--- config.mk ---
export PLATFORM = sky130hd
export DESIGN_NAME = extirq_latch
export DESIGN_NICKNAME = d
export VERILOG_FILES = /design/src/rtl/extirq_pkg.sv /design/src/rtl/extirq_ctrl.sv /design/src/rtl/extirq_datapath.sv /design/src/rtl/extirq_latch.sv
export SDC_FILE = /design/constraint.sdc
export NUM_CORES = 1
export LEC_CHECK = 0
export BUFFER_PORTS_ARGS = -buffer_cell sky130_fd_sc_hd__buf_2
export CAP_MARGIN = 20
export CORE_AREA = 5 5 42 44
export CTS_BUF_LIST = sky130_fd_sc_hd__clkbuf_2
export DETAILED_ROUTE_END_ITERATION = 8
export DIE_AREA = 0 0 47 49
export HOLD_SLACK_MARGIN = 0.1
export PLACE_DENSITY = 0.54
export SLEW_MARGIN = 20
export SYNTH_ARGS = -nofsm -noshare
export SYNTH_HDL_FRONTEND = slang
export SYNTH_SLANG_ARGS = --single-unit
--- constraint.sdc ---
create_clock -name clk -period 1 [get_ports clk]
set_clock_uncertainty 0.2 [all_clocks]
set_input_delay 0.2 -clock clk [delete_from_list [all_inputs] [get_ports clk]]
set_output_delay 0.2 -clock clk [all_outputs]
set_load 0.005 [all_outputs]
--- src/rtl/extirq_pkg.sv ---
package extirq_pkg;

  // Per-channel strobes from control to datapath
  typedef struct packed {
    logic edgeMode;  // 1: falling-edge triggered, 0: low-level triggered
    logic setReq;    // set the edge latch this cycle
    logic clrReq;    // clear the edge latch this cycle (set wins)
  } chanCtl_t;

endpackage

--- src/rtl/extirq_ctrl.sv ---
module extirq_ctrl
  import extirq_pkg::*;
#(
  parameter int NUM_CH = 2
) (
  input  logic                  clk,
  input  logic                  rst_n,
  input  logic                  cfgWe,
  input  logic [NUM_CH-1:0]     cfgWdata,
  input  logic [NUM_CH-1:0]     ackStrobe,
  input  logic [NUM_CH-1:0]     fallDet,
  output logic [NUM_CH-1:0]     cfgRdata,
  output chanCtl_t [NUM_CH-1:0] ctl
);

  logic [NUM_CH-1:0] typeQ;

  always_ff @(posedge clk or negedge rst_n) begin
    if (!rst_n) begin
      typeQ <= '0;
    end else if (cfgWe) begin
      typeQ <= cfgWdata;
    end
  end

  assign cfgRdata = typeQ;

  for (genvar i = 0; i < NUM_CH; i++) begin : g_ctl
    // A new edge takes precedence over acknowledge; level mode keeps the latch cleared
    assign ctl[i].edgeMode = typeQ[i];
    assign ctl[i].setReq   = typeQ[i] & fallDet[i];
    assign ctl[i].clrReq   = ~typeQ[i] | ackStrobe[i];
  end

endmodule

--- src/rtl/extirq_datapath.sv ---
module extirq_datapath
  import extirq_pkg::*;
#(
  parameter int NUM_CH      = 2,
  parameter int SYNC_STAGES = 2
) (
  input  logic                  clk,
  input  logic                  rst_n,
  input  logic [NUM_CH-1:0]     pinN,
  input  chanCtl_t [NUM_CH-1:0] ctl,
  output logic [NUM_CH-1:0]     fallDet,
  output logic [NUM_CH-1:0]     pinLevel,
  output logic [NUM_CH-1:0]     reqFlag
);

  localparam int LAST = SYNC_STAGES - 1;

  for (genvar i = 0; i < NUM_CH; i++) begin : g_chan
    logic [SYNC_STAGES-1:0] shiftQ;
    logic                   prevQ;
    logic                   edgeFlagQ;
    logic                   syncCur;

    assign syncCur = shiftQ[LAST];

    // Synchroniser and previous-sample register; idle level of the pin is high
    always_ff @(posedge clk or negedge rst_n) begin
      if (!rst_n) begin
        shiftQ <= '1;
        prevQ  <= 1'b1;
      end else begin
        shiftQ <= {shiftQ[SYNC_STAGES-2:0], pinN[i]};
        prevQ  <= syncCur;
      end
    end

    // Sticky edge latch
    always_ff @(posedge clk or negedge rst_n) begin
      if (!rst_n) begin
        edgeFlagQ <= 1'b0;
      end else if (ctl[i].setReq) begin
        edgeFlagQ <= 1'b1;
      end else if (ctl[i].clrReq) begin
        edgeFlagQ <= 1'b0;
      end
    end

    assign fallDet[i]  = prevQ & ~syncCur;
    assign pinLevel[i] = syncCur;
    assign reqFlag[i]  = ctl[i].edgeMode ? edgeFlagQ : ~syncCur;

    assert_edge_set_R5: assert property (@(posedge clk) disable iff (!rst_n)
      (ctl[i].edgeMode && prevQ && !syncCur) |=> edgeFlagQ)
      else $error("edge not latched on channel %0d", i);

    assert_edge_hold_R6: assert property (@(posedge clk) disable iff (!rst_n)
      (ctl[i].edgeMode && edgeFlagQ && !ctl[i].clrReq) |=> edgeFlagQ)
      else $error("edge latch dropped without acknowledge on channel %0d", i);

    assert_ack_race_R8: assert property (@(posedge clk) disable iff (!rst_n)
      (ctl[i].edgeMode && ctl[i].clrReq && prevQ && !syncCur) |=> edgeFlagQ)
      else $error("new edge lost to acknowledge on channel %0d", i);

    assert_level_clear_R11: assert property (@(posedge clk) disable iff (!rst_n)
      !ctl[i].edgeMode |=> !edgeFlagQ)
      else $error("edge latch not held clear in level mode on channel %0d", i);
  end

endmodule

--- src/rtl/extirq_latch.sv ---
module extirq_latch
  import extirq_pkg::*;
#(
  parameter int NUM_CH      = 2,
  parameter int SYNC_STAGES = 2
) (
  input  logic              clk,
  input  logic              rst_n,
  input  logic [NUM_CH-1:0] pinN,
  input  logic [NUM_CH-1:0] ackStrobe,
  input  logic              cfgWe,
  input  logic [NUM_CH-1:0] cfgWdata,
  output logic [NUM_CH-1:0] cfgRdata,
  output logic [NUM_CH-1:0] reqFlag,
  output logic [NUM_CH-1:0] pinLevel
);

  chanCtl_t [NUM_CH-1:0] ctl;
  logic [NUM_CH-1:0]     fallDet;

  extirq_ctrl #(.NUM_CH(NUM_CH)) u_ctrl (
    .clk       (clk),
    .rst_n     (rst_n),
    .cfgWe     (cfgWe),
    .cfgWdata  (cfgWdata),
    .ackStrobe (ackStrobe),
    .fallDet   (fallDet),
    .cfgRdata  (cfgRdata),
    .ctl       (ctl)
  );

  extirq_datapath #(.NUM_CH(NUM_CH), .SYNC_STAGES(SYNC_STAGES)) u_dp (
    .clk      (clk),
    .rst_n    (rst_n),
    .pinN     (pinN),
    .ctl      (ctl),
    .fallDet  (fallDet),
    .pinLevel (pinLevel),
    .reqFlag  (reqFlag)
  );

endmodule

==> results by group <==
Status
  – Outcome: finished, violations left
  – Failing checks: hold timing, setup timing

Die
  – Die Ht: 49 µm
  – Die width: 47 µm
  – Starting Density: 0.263
  – Rows: 14
  – Top-Level Pins: 15
  – Core area: 0.00140 mm²
  – Die area: 0.00230 mm²

Min path
  – Worst hold path depth: 2
  – Worst Hold Class: primary input to flop
  – Critical hold path startpoint: cfgWdata[0]
  – Hold path endpoint: u_ctrl.cfgRdata[0]

Placement
  – Placed cells: 53
  – Post-DP HPWL: 437 µm
  – Routability cong.: 0.620
  – Buffers on Ports: 14

Final layout
  – Layout net count: 57
  – # diodes: 0
  – Share of cells above drive strength 1: 0.617
  – Finished Layout Cells: 63
  – Layout area overhead: 38.8%
  – Fill cells: 144

Worst setup path
  – Critical Path RT: 600 ps
  – Crit path DAT: 990 ps
  – Reg-to-reg endpoint: u_dp.g_chan[0].edgeFlagQ
  – R2R cell count: 4
  – CP Capture Type: primary output
  – Reg-to-reg startpoint: u_dp.g_chan[0].shiftQ[1]
  – Reg-to-reg setup timing slack: -170 ps
  – CP Launch Type: flop
  – Critical path class: flop to primary output
  – Crit Path Max Fanout: 4

Yosys
  – Register area share after synthesis: 0.701
  – Synthesized instance count: 26
  – Flops & latches, synth: 10
  – Syn. warnings: 0
  – Yosys cell types: 8
  – Netlist Area Pre-Place: 368 µm²
  – Mean Syn Cell Area: 14.1 µm²
  – Post-synth net total: 35

Clock tree
  – H-Tree Depth: 1
  – CTS buffer count: 3
  – Clock Latency Late Sink: 240 ps
  – Clock Sinks: 10
  – Clock tree from TritonCTS: built
  – Hold-fix buffers at CTS: 3
  – Reg clk slew, reported paths: 100 ps
  – Clock Tree Root: clkbuf_2
  – Max Root-Sink Buffers: 2

Routing
  – First DRT Iteration DRCs: 0
  – Avg WL per Cell: 9.79 µm
  – Antenna Nets Post-Route: 0
  – Via/cell ratio: 3.87
  – DR vias: 244
  – Final Routed Wirelength: 617 µm
  – # DRC: 0
  – Pre-antenna DRT Iters: 1

GRT
  – Vias in the first global route: 225
  – Global Route met1 Usage: 0.0705
  – First-pass GRT wire length: 959 µm
  – Routing usage on met2: 0.0724
  – Total GRT Usage: 0.0633
  – Routing usage on met3: 0.0406
  – GRT Residual Overflow: 0
  – Largest net degree at the start of global routing: 11
  – Initial antenna violation count: 0
  – Most used routing layer: met2

STA
  – Final Hold Viols: 2
  – Highest Clock Rate: 718 MHz
  – Final min period: 1390 ps
  – Final worst setup slack: -392 ps
  – Final Setup Violations: 11
  – Worst Max-Slew Pin Slew: 225 ps
  – Worst hold slack: -20.9 ps
  – RSZ-0062 raised after global routing: yes
  – Period utilisation layout: 1.39
  – Final slew viol count: 0
  – Slew HR: 0.850

Power
  – Total Power: 770 µW
  – Pwr per Cell Area: 1510 mW/mm²
  – VDD IR max: 0.000496 V
  – Leak Pwr: 0.242 nW

Run
  – MaxCap Viol Count: 0
[layout make-up]
type                            count  area (µm²)  share of cell area
Sequential cell                    10         258               0.505
Timing Repair Buffer               21         134               0.262
Multi-Input combinational cell     12        80.1               0.157
Tap cell                           16        20.0              0.0392
Clock buffer                        3        15.0              0.0294
Clock inverter                      1        3.75             0.00735
[metal layers]
layer | routed length, µm | up-vias
met1 | 253 | 113
met5 | 0 | -
met2 | 321 | 6
met4 | 4 | 0
li1 | - | 123
met3 | 38 | 2
[critical path: stages, from the launching register on]
cell and delay [ps]:
dfstp_2 560, o21ai_1 60, buf_2 130
[sequential cells by signal, summed over array words and instances (netlist names)]
| signal | flops |
|---|---|
| u_dp.g_chan.edgeFlagQ | 2 |
| u_dp.g_chan.prevQ | 2 |
| u_ctrl.cfgRdata | 2 |
| u_dp.g_chan.shiftQ | 4 |
[cells in the mapped netlist]
library cell,number,area (µm²)
nand2_1,2,7.51
dfrtp_1,4,100
mux2_2,2,22.5
nand2b_1,4,25.0
buf_4,4,30.0
dfstp_2,6,158
o21ai_0,2,10.0
a21boi_1,2,15.0
[kinds of logic after synthesis]
kind of cell | count (synthesis) | share of synthesized area
AO/OA/AOI/OAI | 4 | 0.0680
buffers and inverters | 4 | 0.0816
flip-flops | 10 | 0.701
multiplexers | 2 | 0.0612
AND/OR/NAND/NOR | 6 | 0.0884
[timing repair]
action                                  in CTS  in global routing
hold endpoints to repair                    16                  4
pin swaps                                    2                  0
gates resized for setup                      3                  0
setup buffers                                2                  1
endpoints found under the setup margin       9                 11
[cells in the final DEF (no fill, tap or decap)]
cell / instances
buf_2: 14
dfstp_2: 6
nand2b_1: 4
dfrtp_1: 4
clkbuf_2: 3
dlygate4sd3_1: 3
buf_4: 3
nand2_1: 2
o21ai_1: 2
mux2_2: 2
a21boi_1: 2
clkinv_1: 1
buf_6: 1
[metrics by stage]
step	setup TNS, ps	hold slack [ps]	setup slack (ps)	instance area (µm²)	utilization
2_1_floorplan	-63.2	-296	-16.3	368	-
3_3_place_gp	-361	-133	-120	435	0.311
3_5_place_dp	-410	-127	-130	435	0.311
4_1_cts	-2220	-40.8	-411	503	0.359
5_1_grt	-2750	-58.3	-445	510	0.364
6_report	-2170	-20.9	-392	510	0.364
[how the worst max path moves through the flow]
stage,startpoint,cells after the start,end
6_report,u_dp.g_chan[1].shiftQ[1],2,reqFlag[1]
5_1_grt,u_dp.g_chan[1].shiftQ[1],2,reqFlag[1]
4_1_cts,u_dp.g_chan[1].shiftQ[1],2,reqFlag[1]
3_5_place_dp,u_dp.g_chan[1].shiftQ[1],2,reqFlag[1]
3_3_place_gp,u_dp.g_chan[1].shiftQ[1],2,reqFlag[1]
2_1_floorplan,u_dp.g_chan[0].shiftQ[1],1,reqFlag[0]
[report_power, final]
part / switching (mW) / leakage [nW] / total, mW / internal [mW]
Sequential: 0.0175 / 0.113 / 0.458 / 0.440
Combinational: 0.0333 / 0.115 / 0.0963 / 0.0630
Clock: 0.129 / 0.0140 / 0.216 / 0.0869
No activity file was read; power rests on OpenSTA's default activity.
